<file path="src/rtl/uw_pkg.sv">
package uw_pkg;
  localparam logic [1:0] OP_SPEC  = 2'b00;
  localparam logic [1:0] OP_WRITE = 2'b01;
  localparam logic [1:0] OP_READ  = 2'b10;
  localparam logic [1:0] OP_ERASE = 2'b11;

  localparam logic [1:0] SUB_DIS  = 2'b00;
  localparam logic [1:0] SUB_FILL = 2'b01;
  localparam logic [1:0] SUB_CLR  = 2'b10;
  localparam logic [1:0] SUB_EN   = 2'b11;

  typedef enum logic [1:0] {
    CMD_WORD_SET,
    CMD_WORD_CLR,
    CMD_ALL_CLR,
    CMD_ALL_SET
  } cmd_e;

  typedef enum logic [2:0] {
    FR_IDLE,
    FR_HDR,
    FR_DATA,
    FR_READ,
    FR_ARMED,
    FR_DONE
  } frame_e;
endpackage

</file>
<file path="src/rtl/uw_sync.sv">
module uw_sync #(
  parameter int W      = 1,
  parameter int STAGES = 2
) (
  input  logic         clk_i,
  input  logic         rst_ni,
  input  logic [W-1:0] d_i,
  output logic [W-1:0] q_o
);
  // STAGES must be at least 2
  logic [STAGES-1:0][W-1:0] stg_q;

  always_ff @(posedge clk_i or negedge rst_ni) begin
    if (!rst_ni) stg_q <= '0;
    else         stg_q <= {stg_q[STAGES-2:0], d_i};
  end

  assign q_o = stg_q[STAGES-1];
endmodule

</file>
<file path="src/rtl/uw_frame.sv">
module uw_frame
  import uw_pkg::*;
#(
  parameter int AW = 6,
  parameter int DW = 16
) (
  input  logic          clk_i,
  input  logic          rst_ni,
  input  logic          sel_i,
  input  logic          sck_rise_i,
  input  logic          sdi_i,
  input  logic          busy_i,
  input  logic [DW-1:0] rd_data_i,
  output logic [AW-1:0] rd_addr_o,
  output logic          go_o,
  output cmd_e          kind_o,
  output logic [AW-1:0] addr_o,
  output logic [DW-1:0] data_o,
  output logic          en_set_o,
  output logic          en_clr_o,
  output logic          start_o,
  output logic          rd_act_o,
  output logic          rd_bit_o
);
  localparam int HW   = 2 + AW;
  localparam int MAXB = (HW > DW) ? HW : DW;
  localparam int CW   = $clog2(MAXB + 1);

  frame_e        st_q;
  cmd_e          kind_q;
  logic [HW-1:0] hdr_q;
  logic [HW-1:0] hdr_nx;
  logic [DW-1:0] dat_q;
  logic [DW:0]   rsr_q;
  logic [CW-1:0] cnt_q;
  logic [AW-1:0] addr_q;
  logic          sel_q;
  logic          adv;
  logic          hdr_last;
  logic [1:0]    op_nx;
  logic [1:0]    sub_nx;

  assign adv      = sel_i & sck_rise_i & ~busy_i;
  assign hdr_nx   = {hdr_q[HW-2:0], sdi_i};
  assign op_nx    = hdr_nx[HW-1:HW-2];
  assign sub_nx   = hdr_nx[AW-1:AW-2];
  assign hdr_last = adv && (st_q == FR_HDR) && (cnt_q == CW'(HW - 1));

  always_ff @(posedge clk_i or negedge rst_ni) begin
    if (!rst_ni) begin
      st_q   <= FR_IDLE;
      kind_q <= CMD_WORD_SET;
      hdr_q  <= '0;
      dat_q  <= '0;
      rsr_q  <= '1;
      cnt_q  <= '0;
      addr_q <= '0;
      sel_q  <= 1'b0;
    end else begin
      sel_q <= sel_i;
      if (!sel_i) begin
        st_q  <= FR_IDLE;
        cnt_q <= '0;
      end else if (adv) begin
        unique case (st_q)
          FR_IDLE: if (sdi_i) begin
            st_q  <= FR_HDR;
            cnt_q <= '0;
          end
          FR_HDR: begin
            hdr_q <= hdr_nx;
            if (cnt_q == CW'(HW - 1)) begin
              cnt_q  <= '0;
              addr_q <= hdr_nx[AW-1:0];
              unique case (op_nx)
                OP_READ: begin
                  rsr_q <= {1'b0, rd_data_i};
                  st_q  <= FR_READ;
                end
                OP_WRITE: begin
                  kind_q <= CMD_WORD_SET;
                  st_q   <= FR_DATA;
                end
                OP_ERASE: begin
                  kind_q <= CMD_WORD_CLR;
                  st_q   <= FR_ARMED;
                end
                default: begin
                  unique case (sub_nx)
                    SUB_CLR: begin
                      kind_q <= CMD_ALL_CLR;
                      st_q   <= FR_ARMED;
                    end
                    SUB_FILL: begin
                      kind_q <= CMD_ALL_SET;
                      st_q   <= FR_DATA;
                    end
                    default: st_q <= FR_DONE;
                  endcase
                end
              endcase
            end else begin
              cnt_q <= cnt_q + 1'b1;
            end
          end
          FR_DATA: begin
            dat_q <= {dat_q[DW-2:0], sdi_i};
            if (cnt_q == CW'(DW - 1)) st_q <= FR_ARMED;
            else                      cnt_q <= cnt_q + 1'b1;
          end
          FR_READ:  rsr_q <= {rsr_q[DW-1:0], 1'b1};
          // an edge inside the arming window cancels the command
          FR_ARMED: st_q <= FR_DONE;
          default:  ;
        endcase
      end
    end
  end

  assign rd_addr_o = hdr_nx[AW-1:0];
  assign go_o      = sel_q & ~sel_i & (st_q == FR_ARMED);
  assign kind_o    = kind_q;
  assign addr_o    = addr_q;
  assign data_o    = dat_q;
  assign en_set_o  = hdr_last && (op_nx == OP_SPEC) && (sub_nx == SUB_EN);
  assign en_clr_o  = hdr_last && (op_nx == OP_SPEC) && (sub_nx == SUB_DIS);
  assign start_o   = adv && (st_q == FR_IDLE) && sdi_i;
  assign rd_act_o  = (st_q == FR_READ);
  assign rd_bit_o  = rsr_q[DW];
endmodule

</file>
<file path="src/rtl/uw_prog.sv">
module uw_prog
  import uw_pkg::*;
#(
  parameter int AW          = 6,
  parameter int DW          = 16,
  parameter int PROG_CYCLES = 5000
) (
  input  logic          clk_i,
  input  logic          rst_ni,
  input  logic          go_i,
  input  cmd_e          kind_i,
  input  logic [AW-1:0] addr_i,
  input  logic [DW-1:0] data_i,
  input  logic [AW-1:0] rd_addr_i,
  output logic [DW-1:0] rd_data_o,
  output logic          busy_o
);
  localparam int DEPTH = 1 << AW;
  localparam int TW    = $clog2(PROG_CYCLES + 1);

  cmd_e          kind_q;
  logic [AW-1:0] addr_q;
  logic [DW-1:0] data_q;
  logic [TW-1:0] tmr_q;
  logic          busy_q;
  logic          commit;
  logic          all_q;
  logic [DW-1:0] wdata;
  logic [DEPTH-1:0][DW-1:0] words;

  always_ff @(posedge clk_i or negedge rst_ni) begin
    if (!rst_ni) begin
      kind_q <= CMD_WORD_SET;
      addr_q <= '0;
      data_q <= '0;
      tmr_q  <= '0;
      busy_q <= 1'b0;
    end else if (go_i && !busy_q) begin
      kind_q <= kind_i;
      addr_q <= addr_i;
      data_q <= data_i;
      tmr_q  <= TW'(PROG_CYCLES - 1);
      busy_q <= 1'b1;
    end else if (busy_q) begin
      if (tmr_q == '0) busy_q <= 1'b0;
      else             tmr_q  <= tmr_q - 1'b1;
    end
  end

  assign commit = busy_q && (tmr_q == '0);
  assign all_q  = (kind_q == CMD_ALL_CLR) || (kind_q == CMD_ALL_SET);
  // clear kinds load ones; set kinds overwrite directly (auto-clear)
  assign wdata  = ((kind_q == CMD_WORD_CLR) || (kind_q == CMD_ALL_CLR)) ? '1 : data_q;

  for (genvar i = 0; i < DEPTH; i++) begin : g_word
    logic [DW-1:0] word_q;
    always_ff @(posedge clk_i or negedge rst_ni) begin
      if (!rst_ni)
        word_q <= '1;
      else if (commit && (all_q || (addr_q == AW'(i))))
        word_q <= wdata;
    end
    assign words[i] = word_q;
  end

  assign rd_data_o = words[rd_addr_i];
  assign busy_o    = busy_q;
endmodule

</file>
<file path="src/rtl/uwire_eeprom.sv">
module uwire_eeprom
  import uw_pkg::*;
#(
  parameter int ADDR_W      = 6,
  parameter int DATA_W      = 16,
  parameter int PROG_CYCLES = 5000,
  parameter int CS_LOW_MIN  = 8,
  parameter int SYNC_STAGES = 2
) (
  input  logic clk_i,
  input  logic rst_ni,
  input  logic cs_i,
  input  logic sclk_i,
  input  logic din_i,
  output logic dout_o,
  output logic dout_oe_o
);
  localparam int LW = $clog2(CS_LOW_MIN + 1);

  logic              cs_s, sclk_s, din_s;
  logic              cs_q, sclk_q;
  logic [LW-1:0]     low_cnt_q;
  logic              sel_ok_q;
  logic              sel;
  logic              sck_rise;
  logic              wen_q;
  logic              stat_q;
  logic              busy;
  logic              frame_go;
  logic              prog_go;
  cmd_e              kind;
  logic [ADDR_W-1:0] addr, rd_addr;
  logic [DATA_W-1:0] data, rd_data;
  logic              en_set, en_clr, start, rd_act, rd_bit;

  uw_sync #(.W(3), .STAGES(SYNC_STAGES)) u_sync (
    .clk_i  (clk_i),
    .rst_ni (rst_ni),
    .d_i    ({cs_i, sclk_i, din_i}),
    .q_o    ({cs_s, sclk_s, din_s})
  );

  always_ff @(posedge clk_i or negedge rst_ni) begin
    if (!rst_ni) begin
      cs_q      <= 1'b0;
      sclk_q    <= 1'b0;
      low_cnt_q <= LW'(CS_LOW_MIN);
      sel_ok_q  <= 1'b0;
      wen_q     <= 1'b0;
      stat_q    <= 1'b0;
    end else begin
      cs_q   <= cs_s;
      sclk_q <= sclk_s;
      if (!cs_s) begin
        if (low_cnt_q != LW'(CS_LOW_MIN)) low_cnt_q <= low_cnt_q + 1'b1;
      end else if (!cs_q) begin
        // selection is valid only after a long enough deselect
        sel_ok_q  <= (low_cnt_q >= LW'(CS_LOW_MIN));
        low_cnt_q <= '0;
      end
      if (en_set)      wen_q <= 1'b1;
      else if (en_clr) wen_q <= 1'b0;
      if (prog_go)     stat_q <= 1'b1;
      else if (start)  stat_q <= 1'b0;
    end
  end

  assign sel      = cs_s & sel_ok_q;
  assign sck_rise = sclk_s & ~sclk_q;
  assign prog_go  = frame_go & wen_q & ~busy;

  uw_frame #(.AW(ADDR_W), .DW(DATA_W)) u_frame (
    .clk_i      (clk_i),
    .rst_ni     (rst_ni),
    .sel_i      (sel),
    .sck_rise_i (sck_rise),
    .sdi_i      (din_s),
    .busy_i     (busy),
    .rd_data_i  (rd_data),
    .rd_addr_o  (rd_addr),
    .go_o       (frame_go),
    .kind_o     (kind),
    .addr_o     (addr),
    .data_o     (data),
    .en_set_o   (en_set),
    .en_clr_o   (en_clr),
    .start_o    (start),
    .rd_act_o   (rd_act),
    .rd_bit_o   (rd_bit)
  );

  uw_prog #(.AW(ADDR_W), .DW(DATA_W), .PROG_CYCLES(PROG_CYCLES)) u_prog (
    .clk_i     (clk_i),
    .rst_ni    (rst_ni),
    .go_i      (prog_go),
    .kind_i    (kind),
    .addr_i    (addr),
    .data_i    (data),
    .rd_addr_i (rd_addr),
    .rd_data_o (rd_data),
    .busy_o    (busy)
  );

  assign dout_oe_o = sel & (stat_q | rd_act);
  assign dout_o    = stat_q ? ~busy : rd_bit;
endmodule

</file>
<file path="config.mk">
export PLATFORM = sky130hd
export DESIGN_NAME = uwire_eeprom
export DESIGN_NICKNAME = d
export VERILOG_FILES = /design/src/rtl/uw_pkg.sv /design/src/rtl/uw_sync.sv /design/src/rtl/uw_frame.sv /design/src/rtl/uw_prog.sv /design/src/rtl/uwire_eeprom.sv
export SDC_FILE = /design/constraint.sdc
export NUM_CORES = 2
export LEC_CHECK = 0
export BUFFER_PORTS_ARGS = -buffer_cell sky130_fd_sc_hd__buf_4
export CORE_MARGIN = 2
export CORE_UTILIZATION = 40
export DETAILED_ROUTE_END_ITERATION = 7
export GPL_TIMING_DRIVEN = 0
export PLACE_DENSITY_LB_ADDON = 0.12
export SKIP_LAST_GASP = 1
export SYNTH_ARGS = -nofsm -noshare
export SYNTH_HDL_FRONTEND = slang
export SYNTH_HIERARCHICAL = 1
export SYNTH_SLANG_ARGS = --single-unit
</file>
<file path="constraint.sdc">
create_clock -name clk_i -period 3 [get_ports clk_i]
set_input_delay 0.6 -clock clk_i [delete_from_list [all_inputs] [get_ports clk_i]]
set_output_delay 0.6 -clock clk_i [all_outputs]
set_load 0.02 [all_outputs]
</file>
# Word level (Yosys, flattened, before mapping)
# Index checks and enable logic that the tools add are counted.
[totals]
ff_bits = 1134
latchBits = 0
ramBits = 0
mem_bits_ro = 0
in_bits = 5
out_inout_bits = 2
wordCells = 392
mem_count = 0
[op_classes]
addsub = 3
mul = 0
div_mod_pow = 0
magnitude_cmp = 2
n_eq_ne = 90
n_shift = 0
n_mux = 36
n_bitwise = 15
n_reduce_logical = 161
[ops]
columns = ["operator", "n"]
rows = [
  ["$eq 6x6->1 const B", 32],
  ["$bmux 16 s6", 1],
  ["$eq 6x5->1 const B", 16],
  ["$logic_and 1x1->1", 73],
  ["$logic_or 1x1->1", 66],
  ["$eq 6x4->1 const B", 8],
  ["$mux 13", 3],
  ["$mux 17", 2],
  ["$pmux 17 s2", 1],
  ["$mux 16", 2],
  ["$mux 5", 5],
  ["$eq 6x3->1 const B", 4],
  ["$mux 3", 5],
  ["$pmux 5 s3", 1],
  ["$logic_not 13->1", 1],
  ["$sub 13x1->13 const B", 1],
  ["$eq 2x2->1 const B", 6],
  ["$eq 6x2->1 const B", 2],
  ["$mux 4", 3],
  ["$pmux 3 s4", 1],
  ["$reduce_and 5->1", 2],
  ["$reduce_bool 2->1", 5],
  ["$and 1x1->1", 9],
  ["$ne 3x3->1 const B", 3],
  ["other kinds (33)", 55],
]

# Logic depth before layout (Yosys ltp)
[depth]
depth_word = 10
ltp_mapped = 12
ltp_nobuf = 8

# Modules after synthesis
# The synthesis kept the hierarchy.
[modules_own_cells]
columns = ["module", "instances", "cells_per_inst", "area_each_um2", "seq_area_each_um2"]
rows = [
  ["uw_prog", 1, 4433, 49987.9, 27856.7],
  ["uw_frame", 1, 234, 2817.7, 1447.6],
  ["uwire_eeprom", 1, 43, 469.2, 226.5],
  ["uw_sync", 1, 9, 172.7, 150.1],
]

# Worst setup path after synthesis
# OpenSTA, ideal clock, no wires.
[synth_path]
path_type = "register to register"
start = "register u_sync.stg_q (netlist bit u_sync/q_o[0])"
end = "register u_frame.rsr_q[0]"
setup_ns = 0.083
arrival_ns = 2.422
required_time_ns = 2.917
slack_ns = 0.494
stages_incl_launch_ff = 11
n_path_buf = 5
synth_period_minus_slack_ns = 2.506
path_cell_list = "dfrtp_1 buf_4 buf_4 buf_2 buf_4 buf_2 mux4_2 a211oi_1 nand2_1 and3_1 o32a_1"
[synth_via]
elab_chain_len = 5
[synth_rtl]
columns = ["item", "line", "rtl"]
rows = [
  ["from (decl)", "uw_sync.sv:11", "logic [STAGES-1:0][W-1:0] stg_q;"],
  ["from (signal assigned)", "uw_sync.sv:15", "else stg_q <= {stg_q[STAGES-2:0], d_i};"],
  ["$bmux 16 s6", "uw_prog.sv:66", "assign rd_data_o = words[rd_addr_i];"],
  ["$mux 16 (not written as such)", "uw_prog.sv:66", ""],
  ["named net rd_data[0]", "uwire_eeprom.sv:33", "logic [DATA_W-1:0] data, rd_data;"],
  ["$mux 17", "uw_frame.sv:75", "unique case (op_nx)"],
  ["$mux 17", "uw_frame.sv:72", "if (cnt_q == CW'(HW - 1)) begin"],
  ["$pmux 17 s2", "uw_frame.sv:65", "unique case (st_q)"],
  ["to (signal assigned)", "uw_frame.sv:77", "rsr_q <= {1'b0, rd_data_i};"],
  ["to (signal assigned)", "uw_frame.sv:111", "FR_READ: rsr_q <= {rsr_q[DW-1:0], 1'b1};"],
  ["to (decl)", "uw_frame.sv:34", "logic [DW:0] rsr_q;"],
]
# The timed path passes the listed nets, and every way through them passes these cells. The select of a mux whose other input is x is not followed.
# A chain may end at the register's enable or synchronous reset.

# Final worst setup path
[layout_path]
start = "register u_sync.stg_q (netlist bit u_sync/q_o[0])"
end = "register u_frame.rsr_q[3]"
# Same word-level chain as after synthesis.

==> summary.txt <==
Pwr
  – Worst VDD drop: 0.525 mV
  – Share of total power in the clock network: 0.507
  – Cell internal pwr: 25.1 mW
  – Combinational power share: 0.021
  – Post-layout power: 32.7 mW
  – Sw Pwr: 7.53 mW
  – Reg power frac: 0.472
  – Pwr dens: 530 mW/mm^2
  – Static Leakage: 21.1 nW
  – Switching share of total power: 0.231

GRT
  – Grt met1 use: 0.431
  – Aggregate global routing overflow: 0
  – Grt met3 use: 0.0717
  – Vias in the first global route: 38633
  – Total track usage: 0.308
  – Initial antenna violation count: 1
  – Met2 Use GR: 0.450
  – Largest net degree at the start of global routing: 169
  – First-pass GRT wire length: 296000 um
  – GRT busiest layer: met2

STA
  – Clock Skew: 36.2 ps
  – Worst slew pin tran: 1170 ps
  – Hold Slack: 68.2 ps
  – Tmin final: 3140 ps
  – Max-slew violation count: 0
  – Sum Neg Setup Slack: -323 ps
  – Final setup fails: 4
  – Final Hold Vio Count: 0
  – Final Worst Setup Slack: -143 ps
  – RSZ-0062 raised after global routing: true
  – Max-Slew Margin vs Limit: 0.223
  – F_max: 318 MHz
  – Final period utilization: 1.05

Finish
  – Design area: 0.0616 mm^2
  – Post-route insts no fill: 6743
  – # nets final: 4893
  – Share of cells above drive strength 1: 0.414
  – Fin util: 0.463
  – Syn-to-layout area delta: 15.3%

Setup path
  – Reg2reg setup slack: -140 ps
  – CP startpoint: u_sync/q_o[0]
  – Crit-path max FO: 10
  – Arr. time, crit path: 3870 ps
  – R2r endpoint: u_frame/rsr_q[3]
  – Crit. End Element: flop
  – R2R cell count: 10
  – CP Launch Type: flop
  – Critical Path RT: 3730 ps
  – Worst reg2reg startpoint: u_sync/q_o[0]
  – Crit Path Class: reg2reg
  – Crit path to: u_frame/rsr_q[3]

Routing
  – DRC: 0
  – Via count: 39289
  – Vias per inst: 5.83
  – Post-DRT Antenna Nets: 0
  – Drt total wl: 210000 um
  – Drt wl/cell: 31.1 um
  – TritonRoute pass-1 iters: 6
  – Drt initial violations: 4415

Floorplan
  – IO Count: 7
  – Die width: 370 um
  – Initial core utilization: 0.401
  – Row cnt: 134
  – Area of the core: 0.133 mm^2
  – Total die area: 0.137 mm^2
  – Die Y-Extent: 370 um

Logic synthesis
  – Post-Syn Nets: 4741
  – Sequential element share of the synthesized area: 0.555
  – Asr flop ratio synth: 1.00
  – Yosys warns: 6
  – Post-synthesis register bit count: 1134
  – Mapped cell area: 0.0534 mm^2
  – Yosys cell types: 80
  – EDFF count, synth: 0
  – Syn_area_per_cell: 11.3 um^2
  – Post-Synthesis Cells: 4719
  – Post-synth top flop: dfstp_2

Clock network
  – CTS tree: yes
  – CTS Buf Count: 135
  – Clk_lat worst skew: 810 ps
  – H-tree Lvls: 4
  – Clock sink count: 1134
  – Clock transition at the registers of the reported paths: 60 ps
  – Root Buffer: clkbuf_16
  – Max clock buf depth: 3

Place
  – Detailed Place HPWL: 150000 um
  – GPL Wtd Cong: 1.01
  – Placed cell areas: 0.0559 mm^2
  – Buffers added on ports: 6
  – Cells after DPL: 6502
  – Place WS: -1590 ps

Run status
  – Failing checks: setup timing
  – Status: complete, but fails checks

Job
  – Max cap viols: 0

Hold path
  – Worst hold path class: in2async
[Yosys cell counts, types with 34 or more instances]
cell	instances	area, um^2
dfrtp_1	92	2300
a22oi_1	35	263
o21ai_1	885	4430
dfstp_2	1042	27400
nand2_1	1149	4310
buf_6	181	2040
buf_2	44	220
nand3_4	59	1030
o21ai_0	188	941
clkbuf_1	178	668
buf_1	34	128
mux4_2	212	4770
mux2i_1	94	941
o22ai_1	83	519
a211oi_1	49	368
[cell type report]
cell class	instances	area, um^2
flip-flops and latches	1134	29700
clock buffers	205	4000
diodes	1	2.50
multi-input cells	3103	21000
inverters	20	75.1
repair buffers	24	359
plain buffers	453	3790
fillers	12544	71500
clock inverters	35	509
well taps	1768	2210
[timing repair]
item,in CTS,in global routing
setup buffers,6,0
endpoints found under the setup margin,699,217
resized for setup,301,67
hold endpoints to repair,3,0
pin swaps,5,1
hold buffers,3,0
[state kept, by name, indices dropped and copies added, names as in the netlist, 2 cells and up]
name                  cells
u_frame/cnt_q             5
u_prog/g_word.word_q   1024
u_frame/data_o           16
low_cnt_q                 4
u_frame/addr_o            6
u_frame/st_q              3
u_frame/kind_o            2
u_frame/hdr_q             7
u_sync/q_o                3
u_frame/rsr_q            17
u_prog/tmr_q             13
u_prog/kind_q             2
u_prog/data_q            16
u_prog/addr_q             6
u_sync/stg_q              3
[cell families after synthesis]
kind of cell,count (synthesis),synth area share
and+or+nand+nor,1403,0.125
AOI/OAI and AO/OA,1338,0.138
DFF,1134,0.555
buffers and inverters,482,0.0634
muxes,335,0.113
adders and majority gates,17,0.00398
xor gates and xnor gates,10,0.00164
[placed cells by master (no fill, tap or decap), types with 91 or more instances in the layout]
cell	n
buf_6	198
mux4_2	212
nand2_1	1148
dfrtp_1	92
o21ai_1	885
o21ai_0	188
clkbuf_1	135
mux2i_1	91
dfstp_2	1042
clkbuf_16	137
[worst min path at each step]
stage / slack (ps) / end / depth (start not counted) / startpoint
floorplan: 300 / cs_q / 0 / rst_ni
global placement: 340 / u_sync/q_o[0] / 0 / u_sync/stg_q[0]
detailed placement: 340 / u_sync/q_o[0] / 0 / u_sync/stg_q[0]
CTS: 60 / u_prog/g_word[41].word_q[0] / 1 / rst_ni
global route: 110 / u_prog/g_word[41].word_q[0] / 1 / rst_ni
finish: 70 / u_prog/g_word[41].word_q[0] / 1 / rst_ni
[power by group through the flow]
stage	logic [mW]	clock network, mW	registers, mW
global route	0.771	17.5	15.4
CTS	0.718	16.9	15.4
floorplan	0.210	0	15.6
finish	0.701	16.6	15.4
detailed placement	0.683	0	15.6
global placement	0.642	0	15.6
[worst max-delay path: stages (launching register included)]
cell       delay (ps)
dfrtp_1           350
buf_4             180
buf_4             200
or3_4             540
clkbuf_2          380
o22ai_1           680
a211oi_1          100
nand2_1           140
and4_1            200
o22ai_1            70
a2bb2oi_1         190
[routing by layer]
layer / vias to the layer above / share of wire
met3: 357 / 0.083
li1: 16890 / -
met1: 20475 / 0.43
met2: 1567 / 0.43
met4: 0 / 0.052
met5: - / 0
No activity file was read; power rests on OpenSTA's default activity.
